File: config.mk
export PLATFORM = sky130hd
export DESIGN_NAME = dual_code_latch_ctrl
export DESIGN_NICKNAME = d
export VERILOG_FILES = /design/src/rtl/dlc_pkg.sv /design/src/rtl/dlc_cmd_decode.sv /design/src/rtl/dlc_en_reg.sv /design/src/rtl/dual_code_latch_ctrl.sv
export SDC_FILE = /design/constraint.sdc
export NUM_CORES = 1
export LEC_CHECK = 0
export BUFFER_PORTS_ARGS = -buffer_cell sky130_fd_sc_hd__buf_2
export CORE_MARGIN = 4
export CORE_UTILIZATION = 53
export CTS_BUF_LIST = sky130_fd_sc_hd__clkbuf_4
export CTS_CLUSTER_DIAMETER = 150
export DETAILED_ROUTE_END_ITERATION = 8
export PLACE_DENSITY = 0.8
export SYNTH_ARGS = -nofsm -noshare
export SYNTH_HDL_FRONTEND = slang
export SYNTH_SLANG_ARGS = --single-unit
File: constraint.sdc
create_clock -name clk -period 1.45 [get_ports clk]
set_input_delay 0.29 -clock clk [delete_from_list [all_inputs] [get_ports clk]]
set_output_delay 0.29 -clock clk [all_outputs]
set_load 0.01 [all_outputs]
File: src/rtl/dlc_pkg.sv
package dlc_pkg;
    parameter int WORD_W = 16;
    parameter int CODE_W = 12;

    localparam int SEL_A_BIT = WORD_W - 1;
    localparam int SPEED_BIT = WORD_W - 2;
    localparam int PDN_BIT   = WORD_W - 3;
    localparam int STAGE_BIT = WORD_W - 4;

    typedef enum logic [1:0] {
        CMD_LOAD_A = 2'd0,
        CMD_LOAD_B = 2'd1,
        CMD_STAGE  = 2'd2
    } cmd_kind_e;

    typedef struct packed {
        logic a;          // write code_a
        logic b;          // write code_b
        logic hold;       // write staging buffer
        logic b_from_hold; // code_b source is staging buffer
    } wr_en_t;
endpackage

File: src/rtl/dlc_cmd_decode.sv
module dlc_cmd_decode
    import dlc_pkg::*;
(
    input  logic   sel_a,
    input  logic   stage_only,
    output wr_en_t wr
);
    cmd_kind_e kind;

    always_comb begin
        unique casez ({sel_a, stage_only})
            2'b1?:   kind = CMD_LOAD_A;
            2'b00:   kind = CMD_LOAD_B;
            default: kind = CMD_STAGE;
        endcase
    end

    always_comb begin
        wr = '0;
        unique case (kind)
            CMD_LOAD_A: begin
                wr.a           = 1'b1;
                wr.b           = 1'b1;
                wr.b_from_hold = 1'b1;
            end
            CMD_LOAD_B: begin
                wr.b    = 1'b1;
                wr.hold = 1'b1;
            end
            default: begin
                wr.hold = 1'b1;
            end
        endcase
    end
endmodule

File: src/rtl/dlc_en_reg.sv
module dlc_en_reg #(
    parameter int             W       = 12,
    parameter logic [W-1:0]   RST_VAL = '0
) (
    input  logic         clk,
    input  logic         rst_n,
    input  logic         en,
    input  logic [W-1:0] d,
    output logic [W-1:0] q
);
    always_ff @(posedge clk) begin
        if (!rst_n)
            q <= RST_VAL;
        else if (en)
            q <= d;
    end
endmodule

File: src/rtl/dual_code_latch_ctrl.sv
module dual_code_latch_ctrl
    import dlc_pkg::*;
#(
    parameter int CW = dlc_pkg::CODE_W,
    parameter int WW = dlc_pkg::WORD_W
) (
    input  logic          clk,
    input  logic          rst_n,
    input  logic          cmt_valid,
    input  logic [WW-1:0] cmt_word,
    output logic [CW-1:0] code_a,
    output logic [CW-1:0] code_b,
    output logic          fast_mode,
    output logic          power_down,
    output logic          upd_a,
    output logic          upd_b
);
    localparam int NCH = 2;

    wr_en_t        wr;
    logic [CW-1:0] data;
    logic [CW-1:0] hold_q;
    logic [CW-1:0] b_next;
    logic [1:0]    mode_q;
    logic [NCH-1:0] upd_q;

    assign data = cmt_word[CW-1:0];

    dlc_cmd_decode u_dec (
        .sel_a      (cmt_word[SEL_A_BIT]),
        .stage_only (cmt_word[STAGE_BIT]),
        .wr         (wr)
    );

    assign b_next = wr.b_from_hold ? hold_q : data;

    dlc_en_reg #(.W(CW)) u_reg_a (
        .clk(clk), .rst_n(rst_n), .en(cmt_valid & wr.a), .d(data), .q(code_a)
    );

    dlc_en_reg #(.W(CW)) u_reg_b (
        .clk(clk), .rst_n(rst_n), .en(cmt_valid & wr.b), .d(b_next), .q(code_b)
    );

    dlc_en_reg #(.W(CW)) u_reg_hold (
        .clk(clk), .rst_n(rst_n), .en(cmt_valid & wr.hold), .d(data), .q(hold_q)
    );

    dlc_en_reg #(.W(2)) u_reg_mode (
        .clk(clk), .rst_n(rst_n), .en(cmt_valid),
        .d({cmt_word[SPEED_BIT], cmt_word[PDN_BIT]}), .q(mode_q)
    );

    dlc_en_reg #(.W(NCH)) u_reg_upd (
        .clk(clk), .rst_n(rst_n), .en(1'b1),
        .d({cmt_valid & wr.a, cmt_valid & wr.b}), .q(upd_q)
    );

    assign fast_mode  = mode_q[1];
    assign power_down = mode_q[0];
    assign upd_a      = upd_q[1];
    assign upd_b      = upd_q[0];
endmodule

# Yosys cells after proc, flatten, opt, wreduce, memory -nomap -nowiden
# Cells that the tools add are included.
[totals]
reg_bits = 40
latch_bits = 0
mem_bits_rw = 0
rom_bits = 0
input_bits = 19
out_inout_bits = 28
wordCells = 17
mem_count = 0
[op_classes]
n_addsub = 0
multipliers = 0
div_mod_pow = 0
magnitude_cmp = 0
eq_ne = 1
n_shift = 0
n_mux = 5
n_bitwise = 3
reduce_logical = 3
[op_table]
columns = ["op", "count"]
rows = [
  ["2-to-1 mux 12 bit", 1],
  ["logical NOT 2 bit", 2],
  ["case mux 2 bit (2 select lines)", 1],
  ["AND 1 bit", 3],
  ["2-to-1 mux 1 bit", 3],
  ["== test 2 x 1 -> 1 bit (second input constant)", 1],
  ["OR reduction 2 bit", 1],
]

# Depth between registers and ports, before layout
# Gate-level depths: netlist (run 1).
[logic_depth]
ltp_word = 6
mapped_depth = 5
ltp_nobuf = 3

# By module
# Synthesis (run 1) repeated with hierarchy kept, for this count alone.
[hier_totals]
cells_unflattened = 147
hier_area_um2 = 1724.2
[modules_own_cells]
columns = ["module", "n_inst", "cells_per_inst", "area_each_um2", "seq_area_each_um2"]
rows = [
  ["dlc_en_reg at u_reg_a ...", 3, 38, 450.4, 240.2],
  ["dual_code_latch_ctrl", 1, 17, 206.4, 0.0],
  ["dlc_en_reg at u_reg_mode ...", 2, 6, 72.6, 40.0],
  ["dlc_cmd_decode", 1, 4, 21.3, 0.0],
]

# Worst setup path before layout (run 1)
# OpenSTA, ideal clock, no wires.
[synth_timing]
path_kind = "in2reg"
startpoint = "in cmt_word[15]"
endpoint = "reg u_reg_b.q[10]"
setup_ns = 0.116
arrival_time_ns = 1.017
t_required_ns = 1.334
slack_ns = 0.317
path_stages = 5
n_path_buf = 2
path_cell_list = "buf_6 > nand2b_4 > and2_4 > buf_6 > o211a_1"
[synth_between]
elab_chain_len = 6
elab_cells_between_ends = 9
cone_classes = "eq/ne: 1; mux: 4; bitwise: 1; reduce/logical: 3"
[synth_lines]
columns = ["element", "line", "rtl"]
rows = [
  ["start, declared", "dual_code_latch_ctrl.sv:10", "input logic [WW-1:0] cmt_word,"],
  ["logical NOT 2 bit", "dlc_cmd_decode.sv:11", "unique casez ({sel_a, stage_only})"],
  ["case mux 2 bit (2 select lines) *", "dlc_cmd_decode.sv:11", ""],
  ["== test 2 x 1 -> 1 bit or logical NOT 2 bit (tied branches)", "dlc_cmd_decode.sv:20", "unique case (kind)"],
  ["OR reduction 2 bit (no line)", "n/a", ""],
  ["2-to-1 mux 1 bit", "dlc_cmd_decode.sv:20", ""],
  ["AND 1 bit", "dual_code_latch_ctrl.sv:42", ".clk(clk), .rst_n(rst_n), .en(cmt_valid & wr.b), .d(b_next), .q(code_b)"],
  ["end signal, assigned", "dlc_en_reg.sv:13", "q <= RST_VAL;"],
  ["end signal, assigned", "dlc_en_reg.sv:15", "q <= d;"],
  ["end, declared", "dlc_en_reg.sv:9", "output logic [W-1:0] q"],
]
# Every way passes the cells marked *; elsewhere a longest branch is shown, timed or not.
# A chain may end at the register's enable or synchronous reset.

# Worst setup path in the final report (run 1)
[layout_timing]
startpoint = "reg u_reg_b.q[5]"
endpoint = "out code_b[5]"
[layout_rtl]
columns = ["element", "line", "rtl"]
rows = [
  ["end, declared", "dual_code_latch_ctrl.sv:12", "output logic [CW-1:0] code_b,"],
]
# No word-level cell between the ends.

==> results by group, run 1 <==
Status
  – Status: completed

Floorplanning
  – Die X: 63.6 µm
  – # IOs: 47
  – Initial Util: 0.574
  – Die Y: 63.6 µm
  – Die Footprint: 4040 µm²
  – Core Footprint: 2850 µm²
  – FP Rows: 19

Logic synthesis
  – Net Count, Synth: 193
  – Ys Warns: 0
  – Syn avg cell area: 9.41 µm²
  – Synth Register Bits: 40
  – Post-synthesis cell count: 174
  – Netlist Area Pre-Place: 1640 µm²
  – Sequential area share after synthesis: 0.489
  – Cell variety after synth: 16

Place
  – Placed cell count: 240
  – Post-DP HPWL: 2530 µm
  – GPL Wtd Cong: 0.681
  – PortBufs: 46

Routing
  – Total Wirelength: 3300 µm
  – Antenna viol nets, final: 0
  – Routed vias/inst: 5.39
  – Routed vias: 1337
  – Wire length per cell: 13.3 µm
  – DRC: 0
  – Drt pass-1 iters: 4
  – First-iteration detailed-routing DRC count: 56

Clock network
  – Reg clk slew, reported paths: 0.11 ns
  – Setup fix buffers added after clock tree synthesis: 0
  – Clk sink count: 40
  – CTS Buf Count: 5
  – H-Tree Depth: 2
  – Cts hold-fix bufs: 0
  – CTS tree: yes
  – Max clock buf depth: 2
  – CTS root buf: clkbuf_4
  – Skew-Pair Late Insertion Delay: 0.34 ns
  – # resized after CTS: 0

Global route
  – Pin count of the biggest net entering global routing: 41
  – First-pass GRT wire length: 5740 µm
  – GR Util met1: 0.185
  – GRT busiest layer: met2
  – Met3 Track Usage GR: 0.0568
  – GRT Total Usage: 0.179
  – Initial antenna violation count: 0
  – Total gr overflow: 0
  – Met2 Resource Use GR: 0.331
  – Vias in the first global route: 1349

Setup path
  – Delay of the slowest critical-path stage: 0.35 ns
  – Critical Path Source Type: flip-flop
  – CP max stage cell: dfxtp_1
  – Worst Path Max Fanout: 2
  – Crit path DAT: 0.82 ns
  – Worst setup EP type: output pin
  – Crit Path Class: reg -> out
  – Critical path's top delay family: flip-flops
  – Critical path cell sequence: buf_2
  – Worst path bufs/invs: 1
  – CP required: 1.16 ns

STA
  – Fin. Hold Viols: 0
  – Unrepaired setup endpoints after global routing: false
  – Max Clk Rate: 899 MHz
  – Slew headroom: 0.633
  – Setup TNS: 0 ns
  – Slew Viols, Final: 0
  – Worst Tran Pin Value: 0.551 ns
  – Final Cycle Share: 0.767
  – Final setup viols: 0
  – Final min period: 1.11 ns
  – Worst-case clock skew: 0.00825 ns
  – Final hold slack: 0.209 ns

Pwr
  – P per Cell Area: 1060 nW/µm²
  – Leakage: 0.982 nW
  – Peak supply drop: 639 µV

Layout
  – Layout cell share with drive strength beyond 1: 0.267
  – # diodes: 0
  – Area growth syn-to-layout: 16.8%
  – Post-route insts no fill: 248
  – Most common cell after layout, fill and taps aside: nand2_1
  – NumNets Final: 235
  – Most frequent cells in the layout: nand2_1 (49), buf_2 (46), dfxtp_1 (40)

Worst hold path
  – Hold Path Class: in -> reg

Job
  – Max Cap Violations: 0
-- metrics by stage --
stage	worst slack, ns	cell area, µm²	utilization	power, mW
global placement	0.243	1860	0.650	1.49
detailed placement	0.147	1860	0.650	1.50
floorplan	0.317	1640	-	1.40
CTS	0.325	1910	0.670	2.04
global route	0.271	1910	0.670	2.15
finish	0.338	1910	0.670	2.03
-- cells by family (layout without fill, tap and decap cells) --
| logic type | count (synthesis) | count (layout) | share of synthesized area |
|---|---|---|---|
| compound gates | 36 | 36 | 0.183 |
| buf+inv | 14 | 57 | 0.0520 |
| mux | 14 | 14 | 0.0856 |
| simple gates | 70 | 70 | 0.190 |
| flops | 40 | 40 | 0.489 |
-- flip-flops by register name (all words and copies together) (netlist names) --
signal	cells
u_reg_a.q	12
u_reg_b.q	12
u_reg_hold.q	12
u_reg_mode.q	2
u_reg_upd.q	2
-- synthesized netlist by cell type (all sizes together) --
cell type / instances / area, µm²
a21boi: 24 / 180
and2: 2 / 15.0
and3: 2 / 12.5
buf: 10 / 70.1
clkbuf: 4 / 15.0
dfxtp: 40 / 801
mux2i: 14 / 140
nand2: 49 / 184
nand2b: 2 / 20.0
nand3: 12 / 60.1
nor2b: 3 / 18.8
o211a: 12 / 120
-- final cells by class --
class	count	area (µm²)
clock buffer	7	52.6
clock inverter	1	3.75
timing repair buffer	49	265
sequential	40	801
fill	241	941
tap	31	38.8
multi-input combinational	120	751
-- power breakdown --
part | switching (mW) | total (mW) | internal [mW]
Clock | 0.327 | 0.551 | 0.224
Combinational | 0.155 | 0.286 | 0.131
Sequential | 0.0283 | 1.19 | 1.16
-- path summary, 6_finish.rpt --
kind                           end  depth (start not counted)  slack [ns]             start
setup reg to reg      u_reg_b.q[5]                          3        0.63   u_reg_hold.q[5]
hold reg to reg   u_reg_hold.q[10]                          2        0.47  u_reg_hold.q[10]
setup / recovery         code_b[5]                          1        0.34      u_reg_b.q[5]
hold / removal     u_reg_mode.q[1]                          3        0.21      cmt_word[14]
-- per-layer routing --
layer | wire (µm) | part of all wire
met5 | 0 | 0
met4 | 49 | 0.015
met3 | 211 | 0.064
met2 | 1670 | 0.50
met1 | 1370 | 0.42
Power figures use the tool's default switching activity.
==> inputs of run 2 (changes only) <==
clock period = 1.15 ns   (was 1.45 ns; I/O delays follow)
==> results by group, run 2 (same netlist as run 1, synthesis figures left out) <==
Pwr
  – Total power: 2.57 mW (+27%)
  – Psw: 642 µW (+26%)
  – P_int: 1.92 mW (+27%)
  – Leakage: 1.01 nW (+2.3%)
  – Seq pwr share: 0.583 (-0.003)
  – Sw Ratio: 0.250 (-0.00195)
  – Peak supply drop: 879 µV (+37%)
  – Comb power frac: 0.148 (+0.007)
  – Clock share of power: 0.269 (-0.003)
  – P per Cell Area: 1310 nW/µm² (+24%)

Layout
  – # diodes: 0 (unchanged)
  – Multi-input gate area: 751 µm² (unchanged)
  – # fillers: 229 (-5.0%)
  – Most frequent cells in the layout: nand2_1 (49), buf_2 (46), dfxtp_1 (40)
  – Area growth syn-to-layout: 19.7%
  – Post-layout util: 0.687 (+0.0167)
  – Top Registers: u_reg_a.q x12, u_reg_b.q x12, u_reg_hold.q x12
  – Layout cell share with drive strength beyond 1: 0.277 (+0.00999)
  – Flip-flop and latch area: 801 µm² (unchanged)
  – Cell area after layout: 1960 µm² (+2.5%)
  – Most common cell after layout, fill and taps aside: nand2_1
  – NumNets Final: 238 (+1.3%)

Place
  – PortBufs: 46 (unchanged)
  – GPL Wtd Cong: 0.688 (+1.0%)
  – Post-place instance area: 1900 µm² (+2.6%)
  – Pre-CTS setup slack: -0.0446 ns (-0.191 ns)
  – Post-DP HPWL: 2570 µm (+1.9%)

Setup path
  – FF-to-FF setup slack: 0.35 ns (-0.28 ns)
  – Worst Path Max Fanout: 2 (unchanged)
  – Crit path DAT: 0.83 ns (about the same)
  – Worst R2R End: u_reg_b.q[7]
  – Worst path bufs/invs: 1 (unchanged)
  – Reg-to-reg startpoint: u_reg_hold.q[7]
  – Critical Path Source Type: flip-flop
  – CP max stage cell: dfxtp_1
  – CP required: 0.92 ns (-0.24 ns)
  – Crit Path Class: reg -> out
  – Worst setup EP type: output pin
  – Critical path cell sequence: buf_2
  – Delay of the slowest critical-path stage: 0.35 ns (about the same)
  – Worst Reg-to-Reg Cells: 3 (unchanged)
  – Critical path's top delay family: flip-flops

Routing
  – Routed vias: 1359 (+1.6%)
  – Antenna viol nets, final: 0 (unchanged)
  – First-iteration detailed-routing DRC count: 46 (-18%)
  – Drt pass-1 iters: 4 (unchanged)
  – Total Wirelength: 3300 µm (+0.12%)
  – Routed vias/inst: 5.41 (+0.43%)
  – Wire length per cell: 13.2 µm (-1.1%)
  – DRC: 0 (unchanged)

STA
  – Unrepaired setup endpoints after global routing: false
  – Max Clk Rate: 945 MHz
  – Setup WS post-layout: 0.0913 ns (-0.247 ns)
  – Worst-case clock skew: 0.00166 ns (-0.00659 ns)
  – Final Cycle Share: 0.921
  – Worst Tran Pin Value: 0.446 ns (-0.105 ns)
  – Slew Viols, Final: 0 (unchanged)
  – Final setup viols: 0 (unchanged)
  – Slew headroom: 0.703 (+0.0701)
  – Final min period: 1.06 ns
  – Fin. Hold Viols: 0 (unchanged)

Clock network
  – Clk sink count: 40 (unchanged)
  – Cts hold-fix bufs: 0 (unchanged)
  – CTS root buf: clkbuf_4
  – # resized after CTS: 0 (unchanged)
  – Max clock buf depth: 2 (unchanged)
  – Skew-Pair Late Insertion Delay: 0.34 ns (about the same)
  – Setup fix buffers added after clock tree synthesis: 0 (unchanged)
  – CTS Buf Count: 5 (unchanged)
  – H-Tree Depth: 2 (unchanged)
  – Reg clk slew, reported paths: 0.10 ns (about the same)
  – CTS tree: yes

Job
  – Max Cap Violations: 0 (unchanged)

Floorplanning
  – Die Y: 63.6 µm (unchanged)
  – # IOs: 47 (unchanged)
  – Initial Util: 0.574 (unchanged)
  – Die X: 63.6 µm (unchanged)
  – FP Rows: 19 (unchanged)
  – Die Footprint: 4040 µm² (unchanged)
  – Core Footprint: 2850 µm² (unchanged)

Global route
  – Initial antenna violation count: 0 (unchanged)
  – First-pass GRT wire length: 5820 µm (+1.4%)
  – Pin count of the biggest net entering global routing: 25 (-39%)
  – GRT Total Usage: 0.185 (+0.00549)
  – Vias in the first global route: 1379 (+2.2%)
  – Total gr overflow: 0 (unchanged)

Worst hold path
  – Hold Path Origin: cmt_word[13]
  – Hold Path Class: in -> reg
  – Hold Path End: u_reg_mode.q[0]
  – Worst hold path depth: 3 (unchanged)

Status
  – Status: completed
run 2: how the worst max path moves through the flow:
| stage | start | to | slack [ns] | depth (start not counted) |
|---|---|---|---|---|
| floorplan | cmt_word[15] | u_reg_b.q[10] | 0.08 | 5 |
| global placement | cmt_word[15] | u_reg_hold.q[0] | 0.05 | 4 |
| detailed placement | cmt_word[15] | u_reg_hold.q[5] | -0.04 | 4 |
| CTS | u_reg_b.q[6] | code_b[6] | 0.06 | 1 |
| global route | u_reg_b.q[6] | code_b[6] | 0.02 | 1 |
| finish | u_reg_b.q[6] | code_b[6] | 0.09 | 1 |
run 2: cell type report:
type	instances	share of cell area
flip-flops and latches	40	0.409
multi-input cells	120	0.383
repair buffers	52	0.160
clock buffers	7	0.0268
well taps	31	0.0198
clock inverters	1	0.00192
run 2: power by group through the flow:
stage               registers [mW]  logic, mW  clock network, mW
floorplan                     1.56      0.206                  0
global placement              1.53      0.372                  0
detailed placement            1.53      0.383                  0
CTS                           1.50      0.385              0.723
global route                  1.51      0.424              0.789
finish                        1.50      0.379              0.690
run 2: through the flow:
step	instances	hold slack, ns	TNS (ns)
3_5_place_dp	243	0.454	-0.248
5_1_grt	251	0.124	0
6_report	251	0.155	0
2_1_floorplan	174	0.375	0
4_1_cts	251	0.138	0
3_3_place_gp	243	0.446	0
run 2: routing by layer:
layer  track usage  share of wire  up-vias
met5             0              0        -
met4        0.0728          0.017        0
li1              -              -      679
met1         0.175           0.40      641
met2         0.349           0.52       34
met3        0.0746          0.065        5
